**src/rtl/gpio_regs_pkg.sv**
```systemverilog
package gpio_regs_pkg;

  localparam int BANK_W      = 64;
  localparam int BANK_STRIDE = 'h1400;
  localparam int OFF_LEVEL   = 'h0;
  localparam int OFF_SET     = 'h8;
  localparam int OFF_CLR     = 'h10;
  localparam int OFF_IDENT   = 'h90;
  localparam int CFG_BASE    = 'h400;
  localparam int CFG_STRIDE  = 8;

  localparam int BIT_DRIVE   = 0;
  localparam int BIT_INVERT  = 1;
  localparam int BIT_OPEN_DR = 12;
  localparam int FSEL_LSB    = 16;
  localparam int FSEL_W      = 10;

  typedef struct packed {
    logic [FSEL_W-1:0] fsel;
    logic              open_dr;
    logic              invert;
    logic              drive;
  } pin_cfg_t;

  function automatic logic [63:0] cfg_to_word(pin_cfg_t c);
    logic [63:0] w;
    w = '0;
    w[BIT_DRIVE]                  = c.drive;
    w[BIT_INVERT]                 = c.invert;
    w[BIT_OPEN_DR]                = c.open_dr;
    w[FSEL_LSB +: FSEL_W]         = c.fsel;
    return w;
  endfunction

endpackage

```
**src/rtl/gpio_cfg_file.sv**
```systemverilog
module gpio_cfg_file
  import gpio_regs_pkg::*;
#(
  parameter int NUM_PINS = 128,
  parameter int IDX_W    = $clog2(NUM_PINS)
) (
  input  logic                clk,
  input  logic                rst_n,
  input  logic                wr_en,
  input  logic [IDX_W-1:0]    wr_idx,
  input  pin_cfg_t            wr_cfg,
  input  logic [IDX_W-1:0]    rd_idx,
  output logic [63:0]         rd_word,
  output logic [NUM_PINS-1:0] drive_vec,
  output logic [NUM_PINS-1:0] invert_vec,
  output logic [NUM_PINS-1:0] open_dr_vec,
  output logic [NUM_PINS-1:0] lock_vec
);

  pin_cfg_t cfg_q [NUM_PINS];

  for (genvar p = 0; p < NUM_PINS; p++) begin : g_pin
    logic load;

    always_comb load = wr_en && (wr_idx == IDX_W'(p));

    always_ff @(posedge clk or negedge rst_n) begin
      if (!rst_n)    cfg_q[p] <= '0;
      else if (load) cfg_q[p] <= wr_cfg;
    end

    always_comb begin
      drive_vec[p]   = cfg_q[p].drive;
      invert_vec[p]  = cfg_q[p].invert;
      open_dr_vec[p] = cfg_q[p].open_dr;
      lock_vec[p]    = |cfg_q[p].fsel;
    end
  end

  always_comb rd_word = cfg_to_word(cfg_q[rd_idx]);

endmodule

```
**src/rtl/gpio_out_latch.sv**
```systemverilog
module gpio_out_latch #(
  parameter int W = 64
) (
  input  logic         clk,
  input  logic         rst_n,
  input  logic         set_stb,
  input  logic         clr_stb,
  input  logic [W-1:0] wdata,
  input  logic [W-1:0] lock,
  output logic [W-1:0] q
);

  logic [W-1:0] mask;
  logic [W-1:0] q_next;
  logic         load;

  always_comb begin
    mask   = wdata & ~lock;
    load   = set_stb | clr_stb;
    q_next = q;
    if (set_stb)      q_next = q | mask;
    else if (clr_stb) q_next = q & ~mask;
  end

  always_ff @(posedge clk or negedge rst_n) begin
    if (!rst_n)    q <= '0;
    else if (load) q <= q_next;
  end

  AST_SET_RAISES: assert property (@(posedge clk) disable iff (!rst_n)
    set_stb |=> ((q & $past(wdata & ~lock)) == $past(wdata & ~lock)));
  AST_CLR_LOWERS: assert property (@(posedge clk) disable iff (!rst_n)
    clr_stb |=> ((q & $past(wdata & ~lock)) == '0));
  AST_UNTOUCHED_HOLD: assert property (@(posedge clk) disable iff (!rst_n)
    (set_stb || clr_stb) |=> (((q ^ $past(q)) & ~$past(wdata & ~lock)) == '0));

endmodule

```
**src/rtl/gpio_pad_drive.sv**
```systemverilog
module gpio_pad_drive #(
  parameter int N = 128
) (
  input  logic [N-1:0] latch,
  input  logic [N-1:0] drive,
  input  logic [N-1:0] invert,
  input  logic [N-1:0] open_dr,
  input  logic [N-1:0] lock,
  input  logic [N-1:0] alt_out,
  input  logic [N-1:0] alt_oe,
  output logic [N-1:0] pad_out,
  output logic [N-1:0] pad_oe
);

  for (genvar i = 0; i < N; i++) begin : g_pad
    logic level;
    always_comb begin
      level = latch[i] ^ invert[i];
      if (lock[i]) begin
        pad_out[i] = alt_out[i];
        pad_oe[i]  = alt_oe[i];
      end else if (open_dr[i]) begin
        pad_out[i] = 1'b0;
        pad_oe[i]  = drive[i] & ~level;
      end else begin
        pad_out[i] = level;
        pad_oe[i]  = drive[i];
      end
    end
  end

endmodule

```
**src/rtl/gpio_bank_regfile.sv**
```systemverilog
module gpio_bank_regfile
  import gpio_regs_pkg::*;
#(
  parameter int NUM_PINS = 128,
  parameter int VEC_BASE = 48,
  parameter int ADDR_W   = 16
) (
  input  logic                clk,
  input  logic                rst_n,
  input  logic [ADDR_W-1:0]   reg_addr,
  input  logic                reg_wr,
  input  logic                reg_rd,
  input  logic [63:0]         reg_wdata,
  output logic [63:0]         reg_rdata,
  output logic                reg_rvalid,
  input  logic [NUM_PINS-1:0] pad_in,
  output logic [NUM_PINS-1:0] pad_out,
  output logic [NUM_PINS-1:0] pad_oe,
  input  logic [NUM_PINS-1:0] alt_out,
  input  logic [NUM_PINS-1:0] alt_oe
);

  localparam int NUM_BANKS = (NUM_PINS + BANK_W - 1) / BANK_W;
  localparam int TOT_W     = NUM_BANKS * BANK_W;
  localparam int IDX_W     = (NUM_PINS > 1) ? $clog2(NUM_PINS) : 1;
  localparam int CFG_SPAN  = CFG_STRIDE * NUM_PINS;

  // reset: asserted asynchronously, released on the clock
  logic [1:0] rst_pipe;
  logic       rst_ni;

  always_ff @(posedge clk or negedge rst_n) begin
    if (!rst_n) rst_pipe <= '0;
    else        rst_pipe <= {rst_pipe[0], 1'b1};
  end
  assign rst_ni = rst_pipe[1];

  // address decode
  logic [NUM_BANKS-1:0] lvl_hit, set_hit, clr_hit;
  logic                 ident_hit, cfg_hit;
  logic [ADDR_W-1:0]    cfg_off;
  logic [IDX_W-1:0]     cfg_idx;

  always_comb begin
    for (int b = 0; b < NUM_BANKS; b++) begin
      lvl_hit[b] = (reg_addr == ADDR_W'(b * BANK_STRIDE + OFF_LEVEL));
      set_hit[b] = (reg_addr == ADDR_W'(b * BANK_STRIDE + OFF_SET));
      clr_hit[b] = (reg_addr == ADDR_W'(b * BANK_STRIDE + OFF_CLR));
    end
    ident_hit = (reg_addr == ADDR_W'(OFF_IDENT));
    cfg_off   = reg_addr - ADDR_W'(CFG_BASE);
    cfg_hit   = (reg_addr >= ADDR_W'(CFG_BASE)) && (cfg_off < ADDR_W'(CFG_SPAN))
                && (cfg_off[2:0] == 3'b000);
    cfg_idx   = cfg_off[IDX_W+2:3];
  end

  // configuration words
  pin_cfg_t            cfg_wr;
  logic [63:0]         cfg_rd_word;
  logic [NUM_PINS-1:0] drive_vec, invert_vec, open_dr_vec, lock_vec;

  always_comb begin
    cfg_wr.drive   = reg_wdata[BIT_DRIVE];
    cfg_wr.invert  = reg_wdata[BIT_INVERT];
    cfg_wr.open_dr = reg_wdata[BIT_OPEN_DR];
    cfg_wr.fsel    = reg_wdata[FSEL_LSB +: FSEL_W];
  end

  gpio_cfg_file #(.NUM_PINS(NUM_PINS), .IDX_W(IDX_W)) u_cfg (
    .clk         (clk),
    .rst_n       (rst_ni),
    .wr_en       (reg_wr && cfg_hit),
    .wr_idx      (cfg_idx),
    .wr_cfg      (cfg_wr),
    .rd_idx      (cfg_idx),
    .rd_word     (cfg_rd_word),
    .drive_vec   (drive_vec),
    .invert_vec  (invert_vec),
    .open_dr_vec (open_dr_vec),
    .lock_vec    (lock_vec)
  );

  // output latches, one per bank
  logic [TOT_W-1:0] latch_all;
  logic [TOT_W-1:0] lock_all;

  assign lock_all = TOT_W'(lock_vec);

  for (genvar b = 0; b < NUM_BANKS; b++) begin : g_bank
    gpio_out_latch #(.W(BANK_W)) u_latch (
      .clk     (clk),
      .rst_n   (rst_ni),
      .set_stb (reg_wr && set_hit[b]),
      .clr_stb (reg_wr && clr_hit[b]),
      .wdata   (reg_wdata),
      .lock    (lock_all[b*BANK_W +: BANK_W]),
      .q       (latch_all[b*BANK_W +: BANK_W])
    );
  end

  // pad drive
  gpio_pad_drive #(.N(NUM_PINS)) u_pads (
    .latch   (latch_all[NUM_PINS-1:0]),
    .drive   (drive_vec),
    .invert  (invert_vec),
    .open_dr (open_dr_vec),
    .lock    (lock_vec),
    .alt_out (alt_out),
    .alt_oe  (alt_oe),
    .pad_out (pad_out),
    .pad_oe  (pad_oe)
  );

  // sampled input levels, polarity corrected
  logic [TOT_W-1:0] level_q;

  always_ff @(posedge clk or negedge rst_ni) begin
    if (!rst_ni) level_q <= '0;
    else         level_q <= TOT_W'(pad_in ^ invert_vec);
  end

  // read path
  logic [63:0] rdata_next;

  always_comb begin
    rdata_next = '0;
    if (ident_hit) rdata_next = (64'(VEC_BASE & 'hff) << 8) | 64'(NUM_PINS & 'hff);
    if (cfg_hit)   rdata_next = cfg_rd_word;
    for (int b = 0; b < NUM_BANKS; b++) begin
      if (lvl_hit[b]) rdata_next = level_q[b*BANK_W +: BANK_W];
      if (set_hit[b]) rdata_next = latch_all[b*BANK_W +: BANK_W];
    end
  end

  always_ff @(posedge clk or negedge rst_ni) begin
    if (!rst_ni) begin
      reg_rvalid <= 1'b0;
      reg_rdata  <= '0;
    end else begin
      reg_rvalid <= reg_rd;
      if (reg_rd) reg_rdata <= rdata_next;
    end
  end

  AST_READ_ANSWERED: assert property (@(posedge clk) disable iff (!rst_ni)
    reg_rd |=> reg_rvalid);
  AST_NO_SPURIOUS_VALID: assert property (@(posedge clk) disable iff (!rst_ni)
    !reg_rd |=> !reg_rvalid);
  AST_OPEN_DRAIN_LOW: assert property (@(posedge clk) disable iff (!rst_ni)
    1'b1 |-> ((pad_out & open_dr_vec & ~lock_vec) == '0));
  AST_RESET_QUIET: assert property (@(posedge clk)
    !rst_ni |-> (pad_oe == '0));

endmodule

```
**config.mk**
```make
export PLATFORM = sky130hd
export DESIGN_NAME = gpio_bank_regfile
export DESIGN_NICKNAME = d
export VERILOG_FILES = /design/src/rtl/gpio_regs_pkg.sv /design/src/rtl/gpio_cfg_file.sv /design/src/rtl/gpio_out_latch.sv /design/src/rtl/gpio_pad_drive.sv /design/src/rtl/gpio_bank_regfile.sv
export SDC_FILE = /design/constraint.sdc
export NUM_CORES = 2
export LEC_CHECK = 0
export BUFFER_PORTS_ARGS = -buffer_cell sky130_fd_sc_hd__buf_4
export CAP_MARGIN = 20
export CORE_MARGIN = 2
export CORE_UTILIZATION = 60
export CTS_CLUSTER_DIAMETER = 80
export DETAILED_ROUTE_END_ITERATION = 8
export PLACE_DENSITY = 0.79
export SETUP_SLACK_MARGIN = 0.4
export SYNTH_ARGS = -nofsm -noshare
export SYNTH_HDL_FRONTEND = slang
export SYNTH_SLANG_ARGS = --single-unit
```
**constraint.sdc**
```tcl
create_clock -name clk -period 124 [get_ports clk]
set_input_delay 31 -clock clk [delete_from_list [all_inputs] [get_ports clk]]
set_output_delay 31 -clock clk [all_outputs]
set_load 0.02 [all_outputs]
```
==> results.txt <==
Of the cells placed in the final design, the portion with a size suffix greater than 1 is 0.401. The number of antenna violations at the first check in global routing came out at 38. The number of levels in the clock H-tree is 4. Dividing the detail-routed via count by the number of cells gives 7.03. The switching power summed over all nets came out at around 0.33 mW.

The number of flops mapped to enable cells by yosys came out at 0. The area of the mapped netlist is around 97000 um2. TritonCTS built the clock tree. Setup repair after global routing left no endpoint under its margin.

The routed design could run at a clock period as short as about 63 ns. The number of max-slew violations in the final report was 0. The transition at the pin with the smallest max-transition slack is roughly 1.4 ns. The worst-case reg-to-reg path depth came out at 8. The static leakage is 55.0 nW. The top fanout value on the critical path came out at 1.

The critical path ends at pad_out[3]. The count of placed standard cells including taps is roughly 10000. On the critical path, the stage with the largest delay is an instance of o21ai_0. For this run, the detailed router's first-pass iteration total came to 8. The die is 407 um wide. After floorplanning, the core was sized to cover ~160000 um2.

The deepest clock path buffer count is 3. The share of total power dissipated in combinational logic is 0.060. The switching share of total power is 0.241.

The hold violation count in the final report is 0. The initial core utilization is 0.605. The clock-pin slew of the registers on the worst-case setup and hold paths came out at approximately 0.06 ns. The via count of the first global-routing pass is around 72000. For this run, the post-layout net count is ~8700. The area occupied by multi-input gates is about 45000 um2. The signal on the critical path passes through buf_4 -> nand2_1 -> o21ai_0 -> buf_4. The maximum single-stage delay on the critical path came out at around 0.33 ns.

On the final layout, the worst clock skew is between 0.04 and 0.05 ns. In this run the worst hold path is classified as flip-flop to flip-flop. The mean cell area of the mapped netlist came out at about 13 um2.

The count of cells resized by post-cts repair is 0. Of the synthesized area, sequential elements account for 0.511. In this run the worst setup path begins at alt_out[3]. For this run, design rule violations remaining after detail routing come to 0. In the layout the commonest cells are dfrtp_1 (1986), mux2_2 (1688), buf_4 (899). The headroom to the max-slew limit is 0.0602. The clock group share of total power is 0.456. The async set-or-reset flop fraction in the synthesized netlist is 1.00.

The total negative setup slack came out at 0 ns. The share of total power dissipated in sequential elements is 0.484. Input and output buffers added on the ports amount to 788.

The arrival time at the worst endpoint is roughly 32 ns. In the synthesized netlist the dominant register cell turns out to be dfrtp_1. The flop and latch count out of synthesis is 1987.

The area growth from synthesis to layout came out at 14.6%. Clock tree synthesis inserted a total of around 200 buffers. The number of setup buffers added after CTS is 0. For this design the ratio of total power to cell area is approximately 12 nW/um2. Among the stages of the critical path, the cell type that occurs most often is buf_4. The area of the die is about 170000 um2. Setup violations remaining at the end of the flow were counted as 0. The number of buffers added to fix hold violations after cts came out at 0. The run finished with clean final reports. The distinct cell type count after synthesis came out at 68. In this run the clock root is driven by a clkbuf_16. The register cell area after layout is 49700 um2.

For this run, the number of standard cells in the final layout without fillers is between 10000 and 15000. The number of synthesis warnings came out at 0. STA classifies the critical path startpoint as an input pin. The category of the critical setup timing path is input pin to output pin.

The starting DRC count in detailed routing came out at ~9500. The largest net degree at the start of global routing is between 150 and 200. The clock latency at the later pin of the worst-skew pair is 0.87 ns. The synthesized netlist cell count is 7637. Leaving out fill and tap cells, the most frequent cell in the layout is dfrtp_1. The number of placement rows came out at 147. The data required time at the worst endpoint came out at roughly 93 ns. From bottom edge to top edge, the die measures 407 um. The worst voltage drop across the vdd grid is around 15 uV. The worst register-to-register path begins at u_cfg.cfg_q[516].

The setup slack of the most critical reg-to-reg path came out at 119.60 ns. The core utilization of the finished layout came out at 0.694. The final global-route overflow total is 0.

The global placement routability congestion is ~1.0. The worst register-to-register path ends at reg_rdata[22]. The number of vias after detailed routing came out at 74100.

The total I/O pin count came out at approximately 790. The final worst slack came out at just over 60 ns. The part of the cycle the worst path needs is 0.507. The first-pass GRT wire length is ~510 mm.

The count of maximum capacitance violations is 0. The filler cell count in the final layout is approximately 11000. The number of routed nets with antenna violations came out at 0. The combined global-route utilization of all metal layers came out at 0.427. The average routed wire per standard cell came out at between 30 and 40 um. The setup slack after placement came out at 61.20 ns. The synthesized netlist net count is between 8000 and 9000. The wire length after detailed routing is ~360 mm.

The worst setup path is captured at an output pin. Timing would allow up to 15.9 MHz. For this design, the sink count on the clock tree is between 1500 and 2000.

The HPWL after detailed placement is around 250 mm. The internal power consumption is 1.03 mW.
==> kinds of logic (layout without fill, tap and decap cells) <==
| group | after synthesis | after routing | share of synthesized area |
|---|---|---|---|
| muxes | 2199 | 2199 | 0.298 |
| other | 1 | 18 | 0.0000385 |
| AOI/OAI and AO/OA | 950 | 950 | 0.0586 |
| DFF | 1987 | 1987 | 0.511 |
| and+or+nand+nor | 1691 | 1691 | 0.0842 |
| xor gates and xnor gates | 256 | 256 | 0.0230 |
| buffers and inverters | 553 | 1293 | 0.0251 |
==> critical path: cells and delay by family <==
family	cells	cell delay [ns]
buf+inv	2	0.44
compound gates	1	0.33
simple gates	1	0.07
==> flip-flops by register name (all words and copies together), names as in the netlist, named ones only <==
signal / cells
u_cfg.cfg_q: 1280
level_q: 128
u_cfg.drive_vec: 128
u_cfg.invert_vec: 128
u_cfg.open_dr_vec: 128
reg_rdata: 64
rst_pipe: 2
reg_rvalid: 1
==> layout make-up <==
class                   count  area share
flip-flops and latches   1987       0.446
multi-input cells        5097       0.405
repair buffers            919      0.0641
clock buffers             291      0.0527
well taps                2160      0.0242
clock inverters            73     0.00711
diodes                     17    0.000381
inverters                  10    0.000336
==> power by group through the flow <==
stage	clock network [mW]	logic [mW]	registers, mW
final	0.617	0.0807	0.655
after global routing	0.644	0.0844	0.655
after CTS	0.617	0.0782	0.655
after detailed placement	0	0.0779	0.667
after global placement	0	0.0768	0.666
after floorplan	0	0.0298	0.679
==> worst min path at each step <==
stage / slack [ns] / from / end / depth (start not counted)
floorplan: 0.33 / rst_pipe[0] / rst_pipe[1] / 0
global placement: 0.34 / rst_pipe[0] / rst_pipe[1] / 0
detailed placement: 0.35 / rst_pipe[0] / rst_pipe[1] / 0
CTS: 0.36 / rst_pipe[0] / rst_pipe[1] / 0
global route: 0.37 / rst_pipe[0] / rst_pipe[1] / 0
finish: 0.36 / rst_pipe[0] / rst_pipe[1] / 0
==> layer usage <==
| metal | wire length [um] | track usage | vias to the layer above |
|---|---|---|---|
| met4 | 27200 | 0.268 | 32 |
| met5 | 299 | 0 | - |
| met3 | 45800 | 0.154 | 1188 |
| met2 | 156000 | 0.625 | 5177 |
| li1 | - | - | 29600 |
| met1 | 126000 | 0.542 | 38200 |
==> Yosys cell counts (7+ instances only) <==
master / count / area, um2
a211oi_1: 24 / 180
a21oi_1: 34 / 170
a221oi_1: 23 / 201
a22o_1: 17 / 149
a22oi_1: 157 / 1180
a31oi_1: 55 / 344
buf_1: 80 / 300
buf_2: 143 / 716
buf_4: 34 / 255
buf_6: 8 / 90.1
clkbuf_1: 278 / 1040
dfrtp_1: 1987 / 49700
inv_1: 9 / 33.8
mux2_2: 1688 / 19000
mux2i_1: 121 / 1210
mux4_2: 390 / 8780
nand2_1: 687 / 2580
nand2b_1: 140 / 876
nand3_1: 165 / 826
nand4_1: 135 / 845
nor2_1: 226 / 848
nor2b_1: 20 / 125
nor3_1: 10 / 50.1
nor4_1: 263 / 1650
o211ai_1: 13 / 97.6
o21ai_0: 533 / 2670
o21ai_1: 11 / 55.1
o221ai_1: 19 / 166
o22ai_1: 29 / 181
or3_1: 11 / 68.8
or4_1: 7 / 52.6
xor2_1: 256 / 2240
==> per-stage QoR <==
step,hold slack [ns],power [mW],cell area [um2]
6_report,0.357,1.35,112000
5_1_grt,0.371,1.38,112000
4_1_cts,0.363,1.35,111000
3_5_place_dp,0.349,0.744,105000
3_3_place_gp,0.339,0.743,105000
2_1_floorplan,0.331,0.709,97300
No activity file was read; power rests on OpenSTA's default activity.
